--- src/rtl/portGuardPkg.sv ---
package portGuardPkg;
  localparam int DATA_W = 32;
  localparam int SEL_W  = 8;
  localparam logic [3:0] EXC_RES_DEP = 4'd9;

  typedef enum logic [2:0] {
    OP_READ  = 3'd0,
    OP_WRITE = 3'd1,
    OP_DIR   = 3'd2,
    OP_TAKE  = 3'd3,
    OP_GIVE  = 3'd4
  } opE;

  // strobes from control to datapath
  typedef struct packed {
    logic             wr;
    logic             dir;
    logic             rd;
    logic [SEL_W-1:0] sel;
  } strobesT;
endpackage

--- src/rtl/portGuardCtl.sv ---
module portGuardCtl
  import portGuardPkg::*;
#(
  parameter int NT = 8,
  parameter int NP = 6,
  parameter int TW = $clog2(NT),
  parameter int PW = $clog2(NP)
) (
  input  logic          clk,
  input  logic          rst,
  input  logic          reqValid,
  input  logic [TW-1:0] reqThread,
  input  logic [PW-1:0] reqPort,
  input  logic [2:0]    reqOp,
  output strobesT       stb,
  output logic          excValid,
  output logic [TW-1:0] excThread,
  output logic          lockHeld,
  output logic [TW-1:0] lockOwner,
  output logic          grantValid,
  output logic [TW-1:0] grantThread
);
  localparam logic [1:0] WIN_RELOAD = 2'd3;

  logic [1:0]    winCnt  [NP];
  logic [TW-1:0] lastTid [NP];
  logic [NT-1:0] waitMask;
  logic [TW-1:0] nextTid;
  logic portOp, conflict, accept, takeReq, giveReq;

  always_comb begin
    portOp   = reqValid && (reqOp <= OP_DIR) && (int'(reqPort) < NP);
    conflict = 1'b0;
    for (int p = 0; p < NP; p++) begin
      if (portOp && reqPort == PW'(p) && winCnt[p] != 2'd0 && lastTid[p] != reqThread)
        conflict = 1'b1;
    end
    accept  = portOp && !conflict;
    stb.wr  = accept && reqOp == OP_WRITE;
    stb.dir = accept && reqOp == OP_DIR;
    stb.rd  = accept && reqOp == OP_READ;
    stb.sel = SEL_W'(reqPort);
    takeReq = reqValid && reqOp == OP_TAKE;
    giveReq = reqValid && reqOp == OP_GIVE && lockHeld && lockOwner == reqThread;
  end

  // lowest-numbered waiting thread
  always_comb begin
    nextTid = '0;
    for (int i = NT - 1; i >= 0; i--) begin
      if (waitMask[i]) nextTid = TW'(i);
    end
  end

  generate
    for (genvar p = 0; p < NP; p++) begin : g_win
      always_ff @(posedge clk) begin
        if (rst) begin
          winCnt[p]  <= 2'd0;
          lastTid[p] <= '0;
        end else if (accept && reqPort == PW'(p)) begin
          winCnt[p]  <= WIN_RELOAD;
          lastTid[p] <= reqThread;
        end else if (winCnt[p] != 2'd0) begin
          winCnt[p] <= winCnt[p] - 2'd1;
        end
      end
    end
  endgenerate

  always_ff @(posedge clk) begin
    if (rst) begin
      excValid  <= 1'b0;
      excThread <= '0;
    end else begin
      excValid  <= conflict;
      excThread <= reqThread;
    end
  end

  always_ff @(posedge clk) begin
    if (rst) begin
      lockHeld    <= 1'b0;
      lockOwner   <= '0;
      waitMask    <= '0;
      grantValid  <= 1'b0;
      grantThread <= '0;
    end else begin
      grantValid <= 1'b0;
      if (takeReq) begin
        if (!lockHeld) begin
          lockHeld    <= 1'b1;
          lockOwner   <= reqThread;
          grantValid  <= 1'b1;
          grantThread <= reqThread;
        end else if (reqThread != lockOwner) begin
          waitMask[reqThread] <= 1'b1;
        end
      end else if (giveReq) begin
        if (waitMask != '0) begin
          lockOwner         <= nextTid;
          waitMask[nextTid] <= 1'b0;
          grantValid        <= 1'b1;
          grantThread       <= nextTid;
        end else begin
          lockHeld <= 1'b0;
        end
      end
    end
  end
endmodule

--- src/rtl/portGuardDp.sv ---
module portGuardDp
  import portGuardPkg::*;
#(
  parameter int NP = 6
) (
  input  logic               clk,
  input  logic               rst,
  input  strobesT            stb,
  input  logic [DATA_W-1:0]  wrData,
  input  logic [DATA_W*NP-1:0] portIn,
  output logic [DATA_W*NP-1:0] portOut,
  output logic [NP-1:0]      portDir,
  output logic               rdValid,
  output logic [DATA_W-1:0]  rdData
);
  logic [DATA_W-1:0] rdCand [NP];
  logic [DATA_W-1:0] rdNext;

  generate
    for (genvar p = 0; p < NP; p++) begin : g_port
      localparam int PWID = (p >= 5) ? DATA_W : (1 << p);
      localparam logic [DATA_W-1:0] MASK = (PWID >= DATA_W) ? '1 : DATA_W'((64'd1 << PWID) - 64'd1);
      logic [DATA_W-1:0] outReg;
      logic              dirReg;

      always_ff @(posedge clk) begin
        if (rst) begin
          outReg <= '0;
          dirReg <= 1'b0;
        end else begin
          if (stb.wr && stb.sel == SEL_W'(p)) outReg <= wrData & MASK;
          if (stb.dir && stb.sel == SEL_W'(p)) dirReg <= wrData[0];
        end
      end

      assign portOut[p*DATA_W +: DATA_W] = outReg;
      assign portDir[p] = dirReg;
      assign rdCand[p] = dirReg ? outReg : (portIn[p*DATA_W +: DATA_W] & MASK);
    end
  endgenerate

  always_comb begin
    rdNext = '0;
    for (int p = 0; p < NP; p++) begin
      if (stb.sel == SEL_W'(p)) rdNext = rdCand[p];
    end
  end

  always_ff @(posedge clk) begin
    if (rst) begin
      rdValid <= 1'b0;
      rdData  <= '0;
    end else begin
      rdValid <= stb.rd;
      rdData  <= stb.rd ? rdNext : '0;
    end
  end
endmodule

--- src/rtl/portGuard.sv ---
module portGuard
  import portGuardPkg::*;
#(
  parameter int NT = 8,
  parameter int NP = 6,
  parameter int TW = $clog2(NT),
  parameter int PW = $clog2(NP)
) (
  input  logic                 clk,
  input  logic                 rst,
  input  logic                 reqValid,
  input  logic [TW-1:0]        reqThread,
  input  logic [PW-1:0]        reqPort,
  input  logic [2:0]           reqOp,
  input  logic [31:0]          reqData,
  input  logic [32*NP-1:0]     portIn,
  output logic [32*NP-1:0]     portOut,
  output logic [NP-1:0]        portDir,
  output logic                 rdValid,
  output logic [31:0]          rdData,
  output logic                 excValid,
  output logic [TW-1:0]        excThread,
  output logic [3:0]           excCode,
  output logic                 lockHeld,
  output logic [TW-1:0]        lockOwner,
  output logic                 grantValid,
  output logic [TW-1:0]        grantThread
);
  strobesT stb;

  portGuardCtl #(.NT(NT), .NP(NP), .TW(TW), .PW(PW)) uCtl (
    .clk(clk), .rst(rst), .reqValid(reqValid), .reqThread(reqThread),
    .reqPort(reqPort), .reqOp(reqOp), .stb(stb),
    .excValid(excValid), .excThread(excThread),
    .lockHeld(lockHeld), .lockOwner(lockOwner),
    .grantValid(grantValid), .grantThread(grantThread)
  );

  portGuardDp #(.NP(NP)) uDp (
    .clk(clk), .rst(rst), .stb(stb), .wrData(reqData), .portIn(portIn),
    .portOut(portOut), .portDir(portDir), .rdValid(rdValid), .rdData(rdData)
  );

  assign excCode = excValid ? EXC_RES_DEP : 4'd0;
endmodule

--- config.mk ---
export PLATFORM = sky130hd
export DESIGN_NAME = portGuard
export DESIGN_NICKNAME = d
export VERILOG_FILES = /design/src/rtl/portGuardPkg.sv /design/src/rtl/portGuardCtl.sv /design/src/rtl/portGuardDp.sv /design/src/rtl/portGuard.sv
export SDC_FILE = /design/constraint.sdc
export NUM_CORES = 1
export LEC_CHECK = 0
export BUFFER_PORTS_ARGS = -buffer_cell sky130_fd_sc_hd__buf_4
export CAP_MARGIN = 25
export CORE_AREA = 2 2 190 192
export DETAILED_ROUTE_END_ITERATION = 8
export DIE_AREA = 0 0 192 194
export SKIP_CTS_REPAIR_TIMING = 1
export SLEW_MARGIN = 20
export SYNTH_ARGS = -nofsm -noshare
export SYNTH_HDL_FRONTEND = slang
export SYNTH_SLANG_ARGS = --single-unit
--- constraint.sdc ---
create_clock -name clk -period 3.8 [get_ports clk]
set_clock_uncertainty 0.05 [all_clocks]
set_input_delay 0.38 -clock clk [delete_from_list [all_inputs] [get_ports clk]]
set_output_delay 0.38 -clock clk [all_outputs]
set_load 0.005 [all_outputs]
==> impl_metrics.env <==
export IMPL_status="finished clean"
export IMPL_vias_per_cell=4.28
export IMPL_synth_edf_count=30
export IMPL_synthDistinctLibCells=66
export IMPL_cts_max_path_buffers=2
export IMPL_switching_power_uw=1150
export IMPL_ios=483
export IMPL_chipWidth_um=192
export IMPL_grt_max_degree=62
export IMPL_nNetsFinal=1289
export IMPL_clk_latency_ns=0.43
export IMPL_crit_type="reg -> reg"
export IMPL_yosysSeqAreaShare_pct=40.1
export IMPL_grt_total_usage_pct=12.8
export IMPL_dp_hpwl_mm=17.8
export IMPL_clkPwrFrac_pct=43.7
export IMPL_grt_pass1_vias=5967
export IMPL_fin_crit_ns=2.85
export IMPL_relSlewSlack_pct=41.6
export IMPL_synthArstFlopShare_pct=0
export IMPL_finalCritPeriodShare_pct=75.1
export IMPL_antenna_found_initial=0
export IMPL_synth_seq_cells=149
export IMPL_p_leak_uw=0.00430
export IMPL_min_from="portIn[177]"
export IMPL_reg2reg_from="uCtl.winCnt[3][0]"
export IMPL_final_cell_mix="buf_4, conb_1, mux2i_1, dfxtp_1, nand2_1"
export IMPL_swShare_pct=27.3
export IMPL_startpoint_type="register"
export IMPL_crit_arrival_ns=2.87
export IMPL_n_antenna_cell=0
export IMPL_crit_fanout=38
export IMPL_fp_row_count=69
export IMPL_reg2regPathDepth=6
export IMPL_drt_iter0_markers=319
export IMPL_drv_cap=0
export IMPL_peakVddDrop_uv=327
export IMPL_syn_to_final_growth_pct=26.1
export IMPL_reg2reg_slack_ns=0.95
export IMPL_hold_viol_final=0
export IMPL_synthCells=861
export IMPL_power_density_mw_per_mm2=408
export IMPL_comb_power_share_pct=15.0
export IMPL_ys_flop_type="dfxtp_1"
export IMPL_wire_per_inst_um=16.3
export IMPL_syn_area_mm2=0.00819
export IMPL_grt_pass1_wl_mm=35.9
export IMPL_rsz0062_at_grt="no"
export IMPL_tightest_slew_ns=0.875
export IMPL_min_path_cells=3
export IMPL_synth_area_per_cell_um2=9.52
export IMPL_routed_wl_mm=24.7
export IMPL_cts_tree="yes"
export IMPL_hold_worst_slack_ns=0.128
export IMPL_crit_path_end_kind="register"
export IMPL_yosys_warnings=0
export IMPL_fp_dieArea_mm2=0.0372
export IMPL_reg2reg_to="uCtl.winCnt[3][0]"
export IMPL_initial_core_util_pct=23.3
export IMPL_final_max_slew_viol_count=0
export IMPL_dp_slack_ns=0.679
export IMPL_cp_required_ns=3.81
export IMPL_hp_class="in -> reg"
export IMPL_max_freq_ghz=0.350
export IMPL_final_common_cell="buf_4"
export IMPL_io_buffers=222
export IMPL_p_seq_share_pct=41.3
export IMPL_tns_ns=0
export IMPL_h_tree_depth=4
export IMPL_cts_clk_slew_worst_paths_ns=0.07
export IMPL_core_mm2=0.0352
export IMPL_setup_slack_ns=0.946
export IMPL_die_h_um=194
export IMPL_setup_viol=0
export IMPL_root_buffer="clkbuf_16"
export IMPL_drive_gt1_share_pct=28.0
export IMPL_cts_sinks=149
export IMPL_vias=6510
export IMPL_cts_buffers_inserted=17
export IMPL_antenna_left=0
export IMPL_drc=0
export IMPL_grt_overflow=0
export IMPL_gp_congestion=0.779
export IMPL_drt_pass1_iter_count=5
export IMPL_cell_internal_pwr_uw=3070
export IMPL_min_to="uDp.rdData[17]"
==> worst max-delay path, stage by stage, from the launching register on <==
cell and delay, ns:
edfxtp_1 0.38, inv_1 0.07, ha_1 0.21, a311oi_1 0.12, nor2_2 0.43, nand2_2 0.53
o311ai_0 0.69
==> synthesized netlist by cell type (4+ instances only) <==
| cell | instances | area [um2] |
|---|---|---|
| buf_4 | 146 | 1100 |
| mux2i_1 | 125 | 1250 |
| dfxtp_1 | 119 | 2380 |
| nand2_1 | 85 | 319 |
| nor2_1 | 68 | 255 |
| clkbuf_1 | 34 | 128 |
| edfxtp_1 | 30 | 901 |
| inv_1 | 22 | 82.6 |
| nor4_1 | 20 | 125 |
| xnor2_1 | 18 | 158 |
| a21oi_1 | 15 | 75.1 |
| buf_2 | 12 | 60.1 |
| or3_1 | 12 | 75.1 |
| o22ai_1 | 11 | 68.8 |
| o41ai_1 | 9 | 78.8 |
| nand3_1 | 8 | 40.0 |
| o22a_1 | 8 | 70.1 |
| o31ai_1 | 8 | 60.1 |
| o21ai_0 | 7 | 35.0 |
| ha_1 | 6 | 75.1 |
| nor3_1 | 6 | 30.0 |
| o311ai_0 | 6 | 52.6 |
| a211oi_1 | 5 | 37.5 |
| a311oi_1 | 5 | 43.8 |
| buf_6 | 5 | 56.3 |
| o32ai_1 | 5 | 43.8 |
| and3_1 | 4 | 25.0 |
| mux2_2 | 4 | 45.0 |
| nor4b_1 | 4 | 35.0 |
==> stage by stage <==
step / total power, uW / std cells / cell area (um2) / utilization, %
2_1_floorplan: 2280 / 991 / 8680 / -
3_3_place_gp: 2390 / 1489 / 9700 / 27.5
3_5_place_dp: 2410 / 1489 / 9700 / 27.5
4_1_cts: 4270 / 1521 / 10300 / 29.3
5_1_grt: 4420 / 1521 / 10300 / 29.3
6_report: 4220 / 1521 / 10300 / 29.3
==> power by group through the flow <==
stage	Sequential (uW)	Clock (uW)	Combinational, uW
floorplan	1770	0	517
global placement	1780	0	612
detailed placement	1780	0	627
CTS	1740	1900	629
global route	1750	1960	707
finish	1740	1840	632
==> worst max-delay path by stage <==
| stage | from | end |
|---|---|---|
| 2_1_floorplan | reqThread[2] | uCtl.winCnt[1][0] |
| 4_1_cts | uCtl.winCnt[3][0] | uCtl.winCnt[5][1] |
| 3_3_place_gp | reqPort[1] | uCtl.winCnt[0][0] |
| 3_5_place_dp | reqPort[1] | uCtl.winCnt[5][1] |
| 6_report | uCtl.winCnt[3][0] | uCtl.winCnt[3][0] |
| 5_1_grt | uCtl.winCnt[1][0] | uCtl.winCnt[3][1] |
==> area by class of cell <==
| cell class | count | area (um2) |
|---|---|---|
| Multi-Input combinational cell | 618 | 3970 |
| Inverter | 23 | 86.3 |
| Tap cell | 461 | 577 |
| Timing Repair Buffer | 238 | 1790 |
| Clock inverter | 15 | 204 |
| Fill cell | 3732 | 24900 |
| Clock buffer | 17 | 425 |
| Sequential cell | 149 | 3280 |
==> routing by layer <==
| layer | part of all wire, % | GRT usage, % | vias to the layer above | routed length [um] |
|---|---|---|---|---|
| met2 | 49 | 21.4 | 256 | 12100 |
| met1 | 44 | 16.5 | 3114 | 10800 |
| met4 | 1.1 | 3.39 | 0 | 272 |
| met5 | 0 | 0 | - | 0 |
| li1 | - | - | 3122 | - |
| met3 | 6.2 | 2.99 | 18 | 1540 |
==> logic make-up after synthesis <==
| family | count (synthesis) | synth area share, % |
|---|---|---|
| simple gates | 238 | 14.6 |
| mux | 129 | 15.8 |
| flops | 149 | 40.1 |
| other cells | 1 | 0.0458 |
| compound gates | 93 | 8.64 |
| fa+ha+maj | 6 | 0.916 |
| buf+inv | 224 | 17.6 |
| xor+xnor | 21 | 2.25 |
==> registers in the layout, summed over array words and instances, names as in the netlist <==
name               cells
uDp.g_port.dirReg      6
uDp.g_port.outReg     63
uCtl.winCnt           12
uCtl.excValid          1
uCtl.excThread         3
uCtl.grantValid        1
uDp.rdValid            1
uDp.rdData            32
uCtl.lockOwner         3
uCtl.lastTid          18
uCtl.waitMask          8
uCtl.lockHeld          1
(Power assumes the default switching activity.)
